==> src/rtl/panel_tx_pkg.sv <==
package panel_tx_pkg;
  typedef enum logic [1:0] {
    ST_IDLE = 2'd0,
    ST_LO   = 2'd1,
    ST_HI   = 2'd2,
    ST_TAIL = 2'd3
  } link_state_t;
endpackage

==> src/rtl/half_tick_gen.sv <==
module half_tick_gen #(
  parameter int DIV_W = 8
) (
  input  logic             clk,
  input  logic             rst_n,
  input  logic             run,
  input  logic [DIV_W-1:0] div,
  output logic             tick
);
  logic [DIV_W-1:0] cnt_q, cnt_d;

  assign tick = run && (cnt_q == div);

  always_comb begin
    cnt_d = cnt_q;
    if (!run || tick) cnt_d = '0;
    else              cnt_d = cnt_q + 1'b1;
  end

  always_ff @(posedge clk or negedge rst_n) begin
    if (!rst_n) cnt_q <= '0;
    else        cnt_q <= cnt_d;
  end

  // the counter never passes the captured half-period length
  assert_cnt_bound_R2: assert property (@(posedge clk) disable iff (!rst_n)
    run |-> (cnt_q <= div));
endmodule

==> src/rtl/frame_shifter.sv <==
module frame_shifter #(
  parameter int BYTE_W = 8
) (
  input  logic              clk,
  input  logic              rst_n,
  input  logic              load,
  input  logic              shift,
  input  logic              three_wire,
  input  logic              is_data,
  input  logic [BYTE_W-1:0] byte_in,
  output logic              sdo,
  output logic              last
);
  localparam int FRAME_W = BYTE_W + 1;
  localparam int CNT_W   = $clog2(FRAME_W + 1);

  logic [FRAME_W-1:0] sh_q, sh_d;
  logic [CNT_W-1:0]   rem_q, rem_d;
  logic               en;

  assign en   = load || shift;
  assign sdo  = sh_q[FRAME_W-1];
  assign last = (rem_q == CNT_W'(1));

  always_comb begin
    sh_d  = sh_q;
    rem_d = rem_q;
    if (load) begin
      if (three_wire) begin
        sh_d  = {is_data, byte_in};
        rem_d = CNT_W'(FRAME_W);
      end else begin
        sh_d  = {byte_in, 1'b0};
        rem_d = CNT_W'(BYTE_W);
      end
    end else if (shift) begin
      sh_d  = {sh_q[FRAME_W-2:0], 1'b0};
      rem_d = rem_q - 1'b1;
    end
  end

  always_ff @(posedge clk or negedge rst_n) begin
    if (!rst_n) begin
      sh_q  <= '0;
      rem_q <= '0;
    end else if (en) begin
      sh_q  <= sh_d;
      rem_q <= rem_d;
    end
  end

  // never shift past the end of a frame
  assert_no_overshift_R3: assert property (@(posedge clk) disable iff (!rst_n)
    (shift && !load) |-> (rem_q > CNT_W'(1)));
endmodule

==> src/rtl/link_ctrl.sv <==
module link_ctrl
  import panel_tx_pkg::*;
(
  input  logic clk,
  input  logic rst_n,
  input  logic in_valid,
  input  logic in_is_data,
  input  logic three_wire,
  input  logic tick,
  input  logic last,
  output logic load,
  output logic shift,
  output logic in_ready,
  output logic busy,
  output logic sclk,
  output logic cs_n,
  output logic dc
);
  link_state_t state_q, state_d;
  logic sclk_q, cs_n_q, dc_q, dc_d;

  assign busy     = (state_q != ST_IDLE);
  assign in_ready = (state_q == ST_IDLE) || ((state_q == ST_HI) && tick && last);
  assign load     = in_valid && in_ready;

  always_comb begin
    state_d = state_q;
    shift   = 1'b0;
    unique case (state_q)
      ST_IDLE: if (in_valid) state_d = ST_LO;
      ST_LO:   if (tick) state_d = ST_HI;
      ST_HI: begin
        if (tick) begin
          if (!last) begin
            shift   = 1'b1;
            state_d = ST_LO;
          end else if (in_valid) begin
            state_d = ST_LO;
          end else begin
            state_d = ST_TAIL;
          end
        end
      end
      ST_TAIL: if (tick) state_d = ST_IDLE;
      default: state_d = ST_IDLE;
    endcase
  end

  always_comb begin
    dc_d = dc_q;
    if (load) dc_d = three_wire ? 1'b0 : in_is_data;
  end

  always_ff @(posedge clk or negedge rst_n) begin
    if (!rst_n) begin
      state_q <= ST_IDLE;
      sclk_q  <= 1'b0;
      cs_n_q  <= 1'b1;
      dc_q    <= 1'b0;
    end else begin
      state_q <= state_d;
      sclk_q  <= (state_d == ST_HI);
      cs_n_q  <= (state_d == ST_IDLE);
      dc_q    <= dc_d;
    end
  end

  assign sclk = sclk_q;
  assign cs_n = cs_n_q;
  assign dc   = dc_q;

  // the tag output moves only when a new byte has been taken
  assert_dc_hold_R3: assert property (@(posedge clk) disable iff (!rst_n)
    !$stable(dc_q) |-> $past(load));
  // ready is offered only in idle or at the last edge of a frame
  assert_ready_window_R7: assert property (@(posedge clk) disable iff (!rst_n)
    in_ready |-> (state_q == ST_IDLE || state_q == ST_HI));
  // select never rises while the clock is high
  assert_cs_close_R7: assert property (@(posedge clk) disable iff (!rst_n)
    $rose(cs_n_q) |-> !$past(sclk_q));
endmodule

==> src/rtl/panel_serial_tx.sv <==
module panel_serial_tx
  import panel_tx_pkg::*;
#(
  parameter int BYTE_W = 8,
  parameter int DIV_W  = 8
) (
  input  logic              clk,
  input  logic              rst_n,
  input  logic              cfg_three_wire,
  input  logic [DIV_W-1:0]  cfg_div,
  input  logic              in_valid,
  input  logic              in_is_data,
  input  logic [BYTE_W-1:0] in_byte,
  output logic              in_ready,
  output logic              sclk,
  output logic              sdo,
  output logic              cs_n,
  output logic              dc
);
  logic             tick, last, load, shift, busy, open_burst;
  logic [DIV_W-1:0] div_q, div_d;

  assign open_burst = load && !busy;

  always_comb begin
    div_d = div_q;
    if (open_burst) div_d = cfg_div;
  end

  always_ff @(posedge clk or negedge rst_n) begin
    if (!rst_n) div_q <= '0;
    else        div_q <= div_d;
  end

  half_tick_gen #(.DIV_W(DIV_W)) u_tick (
    .clk(clk), .rst_n(rst_n), .run(busy), .div(div_q), .tick(tick)
  );

  frame_shifter #(.BYTE_W(BYTE_W)) u_shift (
    .clk(clk), .rst_n(rst_n), .load(load), .shift(shift),
    .three_wire(cfg_three_wire), .is_data(in_is_data), .byte_in(in_byte),
    .sdo(sdo), .last(last)
  );

  link_ctrl u_ctrl (
    .clk(clk), .rst_n(rst_n), .in_valid(in_valid), .in_is_data(in_is_data),
    .three_wire(cfg_three_wire), .tick(tick), .last(last), .load(load),
    .shift(shift), .in_ready(in_ready), .busy(busy), .sclk(sclk),
    .cs_n(cs_n), .dc(dc)
  );

  // clock stays low outside the select window
  assert_sclk_idle_R2: assert property (@(posedge clk) disable iff (!rst_n)
    cs_n |-> !sclk);
  // data is frozen through the high phase
  assert_sdo_hold_R5: assert property (@(posedge clk) disable iff (!rst_n)
    (sclk && $past(sclk)) |-> $stable(sdo));
endmodule

==> config.mk <==
export PLATFORM = sky130hd
export DESIGN_NAME = panel_serial_tx
export DESIGN_NICKNAME = d
export VERILOG_FILES = /design/src/rtl/panel_tx_pkg.sv /design/src/rtl/half_tick_gen.sv /design/src/rtl/frame_shifter.sv /design/src/rtl/link_ctrl.sv /design/src/rtl/panel_serial_tx.sv
export SDC_FILE = /design/constraint.sdc
export NUM_CORES = 1
export LEC_CHECK = 0
export ABC_AREA = 1
export BUFFER_PORTS_ARGS = -buffer_cell sky130_fd_sc_hd__buf_2
export CAP_MARGIN = 25
export CORE_MARGIN = 5
export CORE_UTILIZATION = 40
export DETAILED_ROUTE_END_ITERATION = 12
export SYNTH_ARGS = -nofsm -noshare
export SYNTH_HDL_FRONTEND = slang
export SYNTH_HIERARCHICAL = 1
export SYNTH_SLANG_ARGS = --single-unit
==> constraint.sdc <==
create_clock -name clk -period 2.1 [get_ports clk]
set_input_delay 0.42 -clock clk [delete_from_list [all_inputs] [get_ports clk]]
set_output_delay 0.42 -clock clk [all_outputs]
set_load 0.02 [all_outputs]
==> summary.md <==
| Metric | Value |
|---|---|
| Status | `completed` |
| Boundary Pins | `26` |
| Slew headroom | `between 50% and 60%` |
| Layout cell share with drive strength beyond 1 | `about a quarter` |
| Mapped Nets | `276` |
| Total Power | `2.61 mW` |
| Reg clk slew, reported paths | `70 ps` |
| Post-synthesis cell type count | `25` |
| Via count | `between 1,500 and 2,000` |
| Post-synth ARST share | `100%` |
| Worst-margin pin slew | `749 ps` |
| Setup CP Type | `flop to output pin` |
| Clk_lat worst skew | `about 290 ps` |
| Clock Sinks | `34` |
| Reg-to-reg slack, setup | `approximately 220 ps` |
| Crit start category | `flop` |
| CTS Buffer Depth | `2` |
| CTS Hold Bufs | `0` |
| Top cells by area, synth | `dfrtp_1 (43%), nand2_1 (20%), nand3_1 (6.6%), inv_1 (5.9%), nor2_1 (3.4%)` |
| DRT iter0 DRCs | `39` |
| Initial antenna violation count | `0` |
| Main synth FF type | `dfrtp_1` |
| GR Util All Layers | `14.0%` |
| Cell Area, Synth | `around 0.0019 mm2` |
| Util after Layout | `48.8%` |
| Worst setup startpoint | `u_tick/cnt_q[4]` |
| Layout area overhead | `19.6%` |
| EDFF count, synth | `0` |
| Cell Chain, Critical Path | `inv_1 > nand2_1 > nand2_1 > nand2_1 > nor2_2 > nand2_2 > nor2_4 > nand3_2 > nand2_4 > buf_6` |
| Yosys warns | `6` |
| Max FO, Critical Path | `3` |
| ANT cells | `0` |
| Num CTS Buffers | `5` |
| H-tree depth | `2` |
| Worst Setup End Kind | `output pin` |
| Worst path most repeated cell | `nand2_1` |
| Via density | `4.60` |
| Core Box Area | `roughly 0.0047 mm2` |
| FF-to-FF End | `u_shift/sh_q[8]` |
| Drt wl/cell | `between 10 and 15 um` |
| Reg-to-Reg Start | `u_tick/cnt_q[4]` |
| Fill cell count | `between 400 and 500` |
| Most common cell in the netlist | `nand2_1` |
| Crit-path slowest cell | `dfrtp_1` |
| IO Port Bufs | `25` |
| RePlAce Congestion | `0.812` |
| Initial Util | `between 40 and 50%` |
| CTS tree | `built` |
| Min Clock Period, post-route | `between 1500 and 2000 ps` |
| MaxCap Viol Count | `0` |
| Synth cell count leaders | `nand2_1 (101), dfrtp_1 (33), inv_1 (30)` |
| Grt ovf | `0` |
| Area share of the largest cell type after synthesis | `between 40% and 50%` |
| Placed standard-cell area | `roughly 0.0021 mm2` |
| Hold slack | `200 ps` |
| Post-DP HPWL | `between 2000 and 3000 um` |
| Final instance area | `between 0.002 and 0.0025 mm2` |
| Drt pass-1 iters | `4` |
| Setup TNS | `0 ps` |
| Pwr Density | `around 1100 mW/mm2` |
| Fin cells | `346` |
| Critical path buffers and inverters | `2` |
| HP Class | `input port to asynchronous set/reset pin` |
| Peak VDD IR | `~0.64 mV` |
| Setup Skew | `between 7 and 8 ps` |
| Fin. Hold Viols | `0` |
| Rows | `25` |
| Root Driver | `clkbuf_8` |
| Fmax | `around 510 MHz` |
| Post-Place Cells | `between 300 and 400` |
| Largest net degree at the start of global routing | `35` |
| Worst setup endpoint | `in_ready` |
| Sequential area share after synthesis | `around 45%` |
| Leak | `between 1 and 1.5 nW` |
| Register bit total from synthesis | `34` |
| Cell family with most CP delay | `simple AND/OR/NAND/NOR gates` |
| WP depth | `10` |
| Critical Path AT | `between 1500 and 2000 ps` |
| Vias in the first global route | `between 1,500 and 2,000` |
| Post-Route WL | `~3900 um` |
| Mapped Cells | `approximately 250` |
| Final Cycle Share | `a little over nine tenths` |
| Reg2reg path depth | `13` |
| Worst Path Required | `approximately 1700 ps` |
| Synth Area per Inst | `roughly 7.5 um2` |
| Drc violations | `0` |
| ANT nets after route | `0` |
| Final WS setup | `~130 ps` |
| Setup slack at placement | `73.5 ps` |
| Area leader, netlist | `dfrtp_1` |
| Die W | `78.9 um` |
| Final Max Slew Viols | `0` |
| CP max stage delay | `400 ps` |
| Die Ht | `approximately 80 um` |
| NumNets Final | `roughly 320` |
| Die ar. | `0.00623 mm2` |
| Setup violators final | `0` |
| First-pass GRT wire length | `about 7000 um` |
==> cell families (layout without fill, tap and decap cells) <==
| logic type | Yosys count | in the layout | share of synthesized area (%) |
|---|---|---|---|
| AND/OR/NAND/NOR | 159 | 159 | 37.1 |
| buffers and inverters | 40 | 80 | 9.49 |
| flip-flops | 34 | 34 | 44.9 |
| AO/OA/AOI/OAI | 8 | 8 | 2.90 |
| XOR/XNOR | 8 | 8 | 3.69 |
| adder cells (fa/ha/maj) | 3 | 3 | 1.98 |
==> power by group <==
group / leakage (nW) / switching [mW] / internal [mW]
Clock: 0.0573 / 0.231 / 0.379
Sequential: 0.429 / 0.151 / 0.885
Combinational: 0.797 / 0.558 / 0.406
Total: 1.28 / 0.941 / 1.67
==> flip-flops by register name (all words and copies together), names as in the netlist <==
| register | flops |
|---|---|
| div_q | 8 |
| u_ctrl/state_q | 2 |
| u_tick/cnt_q | 8 |
| u_shift/rem_q | 4 |
| u_ctrl/dc | 1 |
| u_ctrl/sclk | 1 |
| u_shift/sh_q | 9 |
| u_ctrl/cs_n | 1 |
==> worst min-delay path by stage <==
stage / endpoint / start / cells after the start / slack [ps]
after floorplan: div_q[0] / rst_n / 0 / 120
after global placement: u_shift/sh_q[4] / u_shift/sh_q[4] / 2 / 460
after detailed placement: u_shift/sh_q[2] / u_shift/sh_q[2] / 2 / 470
after CTS: div_q[4] / rst_n / 1 / 220
after global routing: div_q[4] / rst_n / 1 / 270
final: u_shift/sh_q[4] / rst_n / 1 / 200
==> what timing repair did <==
item | 4_1_cts | 5_1_grt
setup buffers | 0 | 3
endpoints found under the setup margin | 1 | 15
gates resized for setup | 2 | 6
pin swaps | 0 | 4
==> cells in the final DEF (no fill, tap or decap), types with 5 or more instances in the layout <==
master    count
buf_4        13
inv_2         7
dfrtp_1      33
inv_1        28
nand3_1      25
nand2_1     101
nor2_1       14
buf_2        24
nor2_2        6
xnor2_1       5
clkbuf_8      6
==> area by class of cell <==
type | instances | area [um2] | area share, %
tap | 54 | 67.6 | 2.97
clock inverter | 1 | 30.0 | 1.32
clock buffer | 6 | 82.6 | 3.63
inverter | 35 | 131 | 5.78
multi-input combinational | 178 | 880 | 38.7
sequential | 34 | 852 | 37.5
timing repair buffer | 38 | 229 | 10.1
==> per-layer routing <==
layer / up-vias / part of all wire, % / global-route usage (%)
li1: 842 / - / -
met2: 24 / 47 / 22.8
met5: - / 0 / 0
met1: 717 / 46 / 17.3
met3: 9 / 3.9 / 3.63
met4: 0 / 2.5 / 6.53
(Power assumes the default switching activity.)
